$ cat src/rtl/dcr_pkg.sv
package dcr_pkg;

  typedef enum logic [1:0] {
    RUN_IDLE = 2'd0,
    RUN_GO   = 2'd1,
    RUN_CFG  = 2'd2
  } run_state_e;

  localparam logic [7:0] ADDR_MODE  = 8'h51;
  localparam logic [7:0] ADDR_CRC   = 8'h52;
  localparam logic [7:0] ADDR_MUTE  = 8'h53;
  localparam logic [7:0] ADDR_RUN   = 8'h56;
  localparam logic [7:0] ADDR_SKIP  = 8'h57;
  localparam logic [7:0] ADDR_PAUSE = 8'h58;

  localparam int unsigned NUM_FLAGS = 3;
  localparam int unsigned FLAG_CRC   = 0;
  localparam int unsigned FLAG_MUTE  = 1;
  localparam int unsigned FLAG_PAUSE = 2;

  localparam logic [7:0] MODE_SINE  = 8'd10;
  localparam logic [7:0] MODE_RSV_A = 8'd2;
  localparam logic [7:0] MODE_RSV_B = 8'd5;

  localparam logic [7:0] RUN_CMD_BOOTED = 8'd2;
  localparam logic [7:0] RUN_CMD_START  = 8'd1;

  function automatic logic mode_valid(input logic [7:0] code);
    return (code <= MODE_SINE) && (code != MODE_RSV_A) && (code != MODE_RSV_B);
  endfunction

endpackage

$ cat src/rtl/dcr_run_fsm.sv
module dcr_run_fsm
  import dcr_pkg::*;
#(
  parameter int unsigned AW = 8,
  parameter int unsigned DW = 8
) (
  input  logic          clk_i,
  input  logic          rst_ni,
  input  logic          sw_rst_i,
  input  logic          dsp_we_i,
  input  logic [AW-1:0] dsp_addr_i,
  input  logic [DW-1:0] dsp_wdata_i,
  input  logic          host_we_i,
  input  logic [AW-1:0] host_addr_i,
  input  logic [DW-1:0] host_wdata_i,
  output run_state_e    run_o
);

  run_state_e run_q, run_d;

  logic dsp_boot_wr, host_start_wr;
  assign dsp_boot_wr   = dsp_we_i && (dsp_addr_i == AW'(ADDR_RUN))
                         && (dsp_wdata_i == DW'(RUN_CMD_BOOTED));
  assign host_start_wr = host_we_i && (host_addr_i == AW'(ADDR_RUN))
                         && (host_wdata_i == DW'(RUN_CMD_START));

  always_comb begin
    run_d = run_q;
    unique case (run_q)
      RUN_IDLE: if (dsp_boot_wr)   run_d = RUN_CFG;
      RUN_CFG:  if (host_start_wr) run_d = RUN_GO;
      RUN_GO:   run_d = RUN_GO;
      default:  run_d = RUN_IDLE;
    endcase
    if (sw_rst_i) run_d = RUN_IDLE;
  end

  always_ff @(posedge clk_i or negedge rst_ni) begin
    if (!rst_ni) run_q <= RUN_IDLE;
    else         run_q <= run_d;
  end

  assign run_o = run_q;


  sw_rst_clears_run_chk: assert property (@(posedge clk_i) disable iff (!rst_ni)
    sw_rst_i |=> (run_q == RUN_IDLE));


  go_is_sticky_chk: assert property (@(posedge clk_i) disable iff (!rst_ni)
    (run_q == RUN_GO && !sw_rst_i) |=> (run_q == RUN_GO));


  go_needs_host_cmd_chk: assert property (@(posedge clk_i) disable iff (!rst_ni)
    (run_q != RUN_GO) ##1 (run_q == RUN_GO) |->
      $past(host_we_i && host_addr_i == AW'(ADDR_RUN) && host_wdata_i == DW'(RUN_CMD_START)));


  boot_opens_cfg_chk: assert property (@(posedge clk_i) disable iff (!rst_ni)
    (run_q == RUN_IDLE && dsp_boot_wr && !sw_rst_i) |=> (run_q == RUN_CFG));

endmodule

$ cat src/rtl/dcr_cfg_regs.sv
module dcr_cfg_regs
  import dcr_pkg::*;
#(
  parameter int unsigned AW = 8,
  parameter int unsigned DW = 8,
  parameter int unsigned MW = 4
) (
  input  logic                 clk_i,
  input  logic                 rst_ni,
  input  logic                 sw_rst_i,
  input  logic                 run_cfg_i,
  input  logic                 dsp_we_i,
  input  logic [AW-1:0]        dsp_addr_i,
  input  logic [DW-1:0]        dsp_wdata_i,
  input  logic                 host_we_i,
  input  logic [AW-1:0]        host_addr_i,
  input  logic [DW-1:0]        host_wdata_i,
  output logic [MW-1:0]        mode_o,
  output logic [DW-1:0]        skip_o,
  output logic [NUM_FLAGS-1:0] flags_o
);

  localparam logic [7:0] FLAG_ADDR  [NUM_FLAGS] = '{ADDR_CRC, ADDR_MUTE, ADDR_PAUSE};
  localparam bit         FLAG_GATED [NUM_FLAGS] = '{1'b1, 1'b0, 1'b0};

  // Flags: host access gated by the configuration window where the map says so
  for (genvar g = 0; g < NUM_FLAGS; g++) begin : g_flag
    logic dsp_hit, host_hit, flag_q;
    assign dsp_hit  = dsp_we_i && (dsp_addr_i == AW'(FLAG_ADDR[g]));
    assign host_hit = host_we_i && (host_addr_i == AW'(FLAG_ADDR[g]))
                      && (run_cfg_i || !FLAG_GATED[g]);
    always_ff @(posedge clk_i or negedge rst_ni) begin
      if (!rst_ni)       flag_q <= 1'b0;
      else if (sw_rst_i) flag_q <= 1'b0;
      else if (dsp_hit)  flag_q <= dsp_wdata_i[0];
      else if (host_hit) flag_q <= host_wdata_i[0];
    end
    assign flags_o[g] = flag_q;
  end

  // Skip count
  logic [DW-1:0] skip_q;
  logic skip_dsp_hit, skip_host_hit;
  assign skip_dsp_hit  = dsp_we_i && (dsp_addr_i == AW'(ADDR_SKIP));
  assign skip_host_hit = host_we_i && (host_addr_i == AW'(ADDR_SKIP)) && run_cfg_i;

  always_ff @(posedge clk_i or negedge rst_ni) begin
    if (!rst_ni)            skip_q <= '0;
    else if (sw_rst_i)      skip_q <= '0;
    else if (skip_dsp_hit)  skip_q <= dsp_wdata_i;
    else if (skip_host_hit) skip_q <= host_wdata_i;
  end
  assign skip_o = skip_q;

  // Mode selector: reserved and out-of-range codes are dropped
  logic [MW-1:0] mode_q;
  logic mode_dsp_hit, mode_host_hit, dsp_code_ok, host_code_ok;
  assign mode_dsp_hit  = dsp_we_i && (dsp_addr_i == AW'(ADDR_MODE));
  assign mode_host_hit = host_we_i && (host_addr_i == AW'(ADDR_MODE)) && run_cfg_i;
  assign dsp_code_ok   = (dsp_wdata_i <= DW'(MODE_SINE)) && mode_valid(8'(dsp_wdata_i));
  assign host_code_ok  = (host_wdata_i <= DW'(MODE_SINE)) && mode_valid(8'(host_wdata_i));

  always_ff @(posedge clk_i or negedge rst_ni) begin
    if (!rst_ni)       mode_q <= '0;
    else if (sw_rst_i) mode_q <= '0;
    else if (mode_dsp_hit) begin
      if (dsp_code_ok) mode_q <= MW'(dsp_wdata_i);
    end else if (mode_host_hit && host_code_ok) begin
      mode_q <= MW'(host_wdata_i);
    end
  end
  assign mode_o = mode_q;


  mode_code_legal_chk: assert property (@(posedge clk_i) disable iff (!rst_ni)
    mode_valid(8'(mode_q)));


  host_mode_locked_chk: assert property (@(posedge clk_i) disable iff (!rst_ni)
    (host_we_i && host_addr_i == AW'(ADDR_MODE) && !run_cfg_i && !mode_dsp_hit && !sw_rst_i)
      |=> $stable(mode_q));


  dsp_wins_mute_chk: assert property (@(posedge clk_i) disable iff (!rst_ni)
    (dsp_we_i && host_we_i && dsp_addr_i == AW'(ADDR_MUTE) && host_addr_i == AW'(ADDR_MUTE)
     && !sw_rst_i) |=> (flags_o[FLAG_MUTE] == $past(dsp_wdata_i[0])));


  sw_rst_clears_cfg_chk: assert property (@(posedge clk_i) disable iff (!rst_ni)
    sw_rst_i |=> (mode_q == '0 && skip_q == '0 && flags_o == '0));

endmodule

$ cat src/rtl/dcr_rd_mux.sv
module dcr_rd_mux
  import dcr_pkg::*;
#(
  parameter int unsigned AW = 8,
  parameter int unsigned DW = 8,
  parameter int unsigned MW = 4
) (
  input  logic [AW-1:0]        addr_i,
  input  run_state_e           run_i,
  input  logic [MW-1:0]        mode_i,
  input  logic [DW-1:0]        skip_i,
  input  logic [NUM_FLAGS-1:0] flags_i,
  output logic [DW-1:0]        rdata_o
);

  always_comb begin
    rdata_o = '0;
    if      (addr_i == AW'(ADDR_MODE))  rdata_o = DW'(mode_i);
    else if (addr_i == AW'(ADDR_CRC))   rdata_o = DW'(flags_i[FLAG_CRC]);
    else if (addr_i == AW'(ADDR_MUTE))  rdata_o = DW'(flags_i[FLAG_MUTE]);
    else if (addr_i == AW'(ADDR_RUN))   rdata_o = DW'(run_i);
    else if (addr_i == AW'(ADDR_SKIP))  rdata_o = skip_i;
    else if (addr_i == AW'(ADDR_PAUSE)) rdata_o = DW'(flags_i[FLAG_PAUSE]);
  end

endmodule

$ cat src/rtl/dcr_ctrl.sv
module dcr_ctrl
  import dcr_pkg::*;
#(
  parameter int unsigned AW = 8,
  parameter int unsigned DW = 8,
  parameter int unsigned MW = 4
) (
  input  logic          clk_i,
  input  logic          rst_ni,
  input  logic          sw_rst_i,
  input  logic          dsp_we_i,
  input  logic [AW-1:0] dsp_addr_i,
  input  logic [DW-1:0] dsp_wdata_i,
  output logic [DW-1:0] dsp_rdata_o,
  input  logic          host_we_i,
  input  logic [AW-1:0] host_addr_i,
  input  logic [DW-1:0] host_wdata_i,
  output logic [DW-1:0] host_rdata_o,
  output logic          decode_en_o,
  output logic [MW-1:0] mode_o,
  output logic [DW-1:0] skip_o,
  output logic          crc_ignore_o,
  output logic          mute_o,
  output logic          pause_o,
  output logic          sine_test_o
);

  localparam int unsigned NUM_RD = 2;

  run_state_e           run;
  logic [NUM_FLAGS-1:0] flags;
  logic [AW-1:0]        rd_addr [NUM_RD];
  logic [DW-1:0]        rd_data [NUM_RD];

  dcr_run_fsm #(.AW(AW), .DW(DW)) u_run (
    .clk_i, .rst_ni, .sw_rst_i,
    .dsp_we_i, .dsp_addr_i, .dsp_wdata_i,
    .host_we_i, .host_addr_i, .host_wdata_i,
    .run_o (run)
  );

  dcr_cfg_regs #(.AW(AW), .DW(DW), .MW(MW)) u_cfg (
    .clk_i, .rst_ni, .sw_rst_i,
    .run_cfg_i (run == RUN_CFG),
    .dsp_we_i, .dsp_addr_i, .dsp_wdata_i,
    .host_we_i, .host_addr_i, .host_wdata_i,
    .mode_o, .skip_o,
    .flags_o (flags)
  );

  assign rd_addr[0] = dsp_addr_i;
  assign rd_addr[1] = host_addr_i;

  for (genvar p = 0; p < NUM_RD; p++) begin : g_rd
    dcr_rd_mux #(.AW(AW), .DW(DW), .MW(MW)) u_mux (
      .addr_i  (rd_addr[p]),
      .run_i   (run),
      .mode_i  (mode_o),
      .skip_i  (skip_o),
      .flags_i (flags),
      .rdata_o (rd_data[p])
    );
  end

  assign dsp_rdata_o  = rd_data[0];
  assign host_rdata_o = rd_data[1];

  assign crc_ignore_o = flags[FLAG_CRC];
  assign mute_o       = flags[FLAG_MUTE];
  assign pause_o      = flags[FLAG_PAUSE];
  assign decode_en_o  = (run == RUN_GO);
  assign sine_test_o  = (mode_o == MW'(MODE_SINE));


  decode_drops_after_reset_chk: assert property (@(posedge clk_i) disable iff (!rst_ni)
    sw_rst_i |=> !decode_en_o);


  decode_rise_from_cfg_chk: assert property (@(posedge clk_i) disable iff (!rst_ni)
    !decode_en_o ##1 decode_en_o |-> $past(run == RUN_CFG));

endmodule

$ cat config.mk
export PLATFORM = sky130hd
export DESIGN_NAME = dcr_ctrl
export DESIGN_NICKNAME = d
export VERILOG_FILES = /design/src/rtl/dcr_pkg.sv /design/src/rtl/dcr_run_fsm.sv /design/src/rtl/dcr_cfg_regs.sv /design/src/rtl/dcr_rd_mux.sv /design/src/rtl/dcr_ctrl.sv
export SDC_FILE = /design/constraint.sdc
export NUM_CORES = 1
export LEC_CHECK = 0
export ABC_AREA = 1
export BUFFER_PORTS_ARGS = -buffer_cell sky130_fd_sc_hd__buf_2
export CORE_MARGIN = 3
export CORE_UTILIZATION = 56
export DETAILED_ROUTE_END_ITERATION = 10
export PLACE_DENSITY = 0.87
export SYNTH_ARGS = -nofsm -noshare
export SYNTH_HDL_FRONTEND = slang
export SYNTH_HIERARCHICAL = 1
export SYNTH_SLANG_ARGS = --single-unit
export TNS_END_PERCENT = 5
$ cat constraint.sdc
create_clock -name clk_i -period 3.6 [get_ports clk_i]
set_input_delay 0.18 -clock clk_i [delete_from_list [all_inputs] [get_ports clk_i]]
set_output_delay 0.18 -clock clk_i [all_outputs]
set_load 0.03 [all_outputs]
==> out/metrics.cfg <==
[status]
outcome=finished clean

[setup_path]
cp_max_fo=9
critical_path.startpoint=u_run/run_o[1]
cp_slowest_stage_delay_ns=0.45
crit_arrival_ns=1.81
cp_slowest_cell=dfrtp_1
r2r_slack_ns=1.98
r2r_end=u_cfg/skip_o[0]
cp-start-kind=flop
endpoint=u_cfg/skip_o[0]
end_kind=flop
required_ns=3.79
rr_startpoint=u_run/run_o[1]
cp_cell_sequence=inv_1, nor2_1, inv_1, nor3_2, nand3_2, a21oi_4, nand2_1, nand2_1
ff2ff_path_depth=8
crit_type=reg2reg

[cts]
cts_inserted_buffers=3
htreeDepth=1
cts_repair_resize_count=0
post_cts_buffers=0
clk_pin_slew_ns=0.07
clk_latency_ns=0.25
clock-root-buffer=clkbuf_8
cts_tree=built
cts_hold_buffers=1
cts_max_path_buffers=2
clock_sinks=17

[routing]
drcViolationCount=0
viasPerCell=5.18
dr.pass1.iters=5
dr_total_vias=2487
route.met3.wl_um=482
wl_met2_um=2680
final_antenna_net_count=0
avgRoutedWirePerCell_um=12.0
drt_iter0_drc=147
wirelength_um=5760
topRoutingLayerUsed=met4
wl_met1_um=2560

[layout]
finalNetCount=475
syn_to_final_growth_pct=18.9
layout_commonest_cell=nand2_1
final_layout_size_suffix_gt1_share_pct=24.2
regArea_sq_um=425
fill_cells=321
multiInputGateArea_sq_um=1350
fin_area_sq_um=2510
antenna_cells=0
final_cell_mix=nand2_1 (100), buf_2 (69), inv_1 (68), nor2_1 (68), nand3_1 (30)
instances_no_fill=480

[place]
port_buffers=69
place.gp.congestion=0.914
dp.cells=475
placed_area_sq_um=2450
dp_hpwl_um=4610
place_ws_ns=2.05

[floorplan]
die_h_um=67.4
io_pins=70
coreArea_sq_um=3470
start_util_pct=60.8
rows=21
die_w_um=67.4
fp.dieArea_sq_um=4540

[sta]
worst_slack_ns=1.98
finalHoldViolCount=0
fin_crit_ns=1.62
final.setup.tns_ns=0
finalCritPeriodShare_pct=45.0
grt_setup_unrepaired=false
fin_skew_ns=0.00531
slew-limit-headroom_pct=58.4
maxSlewViolCount=0
fmax_mhz=617
setup_viol=0
worst_pin_slew_ns=0.623

[synth]
synthXorXnorAreaFrac_pct=0
avgSynthCellArea_sq_um=5.74
synth_seq_area_share_pct=20.2
synth_top_family_by_area=simple AND/OR/NAND/NOR gates
synth-adder-area-share_pct=1.78
muxShareOfSynthArea_pct=0
ys_async_sr_fraction_pct=100
yosys.area_share.simple_pct=56.4
synthDistinctLibCells=29
syn_nets=407
yosysWarnings=6
synth_seq_cells=17
synth_compound_area_share_pct=5.99
syn_area_sq_um=2110
synth_cells=367
synth_flop_cell=dfrtp_1
synth_edf_count=0

[worst_hold_path]
hold_path_class=in2reg
hold_depth=5

[run]
max_cap_viol_count=0

[global_routing]
grt_pass1_vias=2145
antenna_found_initial=0
grt_pass1_wl_um=9530
grt_max_degree=26
grt_usage_pct=26.8
grt_overflow=0

[pwr]
ir_worst_vdd_uv=116
p_per_area_nw_per_um2=233
power_leakage_nw=1.50

[logic make-up after synthesis]
family | count (synthesis)
buffers and inverters | 79
AO/OA/AOI/OAI | 21
flip-flops | 17
adder cells (fa/ha/maj) | 3
AND/OR/NAND/NOR | 247
[final cells by class]
type	instances	area share, %
multi-input combinational	271	54.0
sequential	17	17.0
timing repair buffer	70	14.2
inverter	72	10.8
tap	46	2.30
clock buffer	4	1.80
[metrics by stage]
stage / power, mW / hold slack [ns] / util, %
after global placement: 0.433 / 0.118 / 70.7
after floorplan: 0.363 / -0.116 / -
after detailed placement: 0.440 / 0.115 / 70.7
after global routing: 0.631 / 0.306 / 72.3
after CTS: 0.582 / 0.276 / 72.3
final: 0.585 / 0.275 / 72.3
[Yosys cell counts (4+ instances only)]
cell     number  area, sq um
nand4_1      19          119
nand2_2       8         50.1
inv_2         4         15.0
nor2_1       68          255
nand2_1     100          375
buf_4         4         30.0
nor2_4        4         45.0
inv_1        68          255
o21ai_1       6         30.0
nand3_1      30          150
dfrtp_1      17          425
nand3_2       4         40.0
o21ai_0       9         45.0
[worst min path at each step]
stage,startpoint,endpoint
finish,host_wdata_i[4],u_cfg/skip_o[4]
CTS,host_wdata_i[6],u_cfg/skip_o[6]
global route,host_wdata_i[4],u_cfg/skip_o[4]
global placement,rst_ni,u_cfg/skip_o[7]
floorplan,rst_ni,u_cfg/g_flag[0].flag_q
detailed placement,rst_ni,u_cfg/skip_o[5]
[flip-flops by register name (all words and copies together), names as in the netlist]
signal and cells:
u_cfg/mode_o 4, u_cfg/skip_o 8, u_run/run_o 2, u_cfg/g_flag.flag_q 3
[layer usage]
| layer | vias to the layer above | global-route usage [%] |
|---|---|---|
| li1 | 1267 | - |
| met1 | 1097 | 37.9 |
| met2 | 117 | 44.9 |
| met3 | 6 | 1.66 |
| met4 | 0 | 5.82 |
| met5 | - | 0 |
[critical path: cells and delay by family, from the launching register on]
kind                   cells  cell delay [ns]
and+or+nand+nor            5             0.67
DFF                        1             0.45
AOI/OAI and AO/OA          1             0.29
buffers and inverters      2             0.15
[report_power, final]
group	internal, mW	switching (mW)	leakage (nW)
clock	0.0785	0.0638	0.0228
sequential	0.204	0.0210	0.231
combinational	0.0726	0.145	1.25
Power figures use the tool's default switching activity.
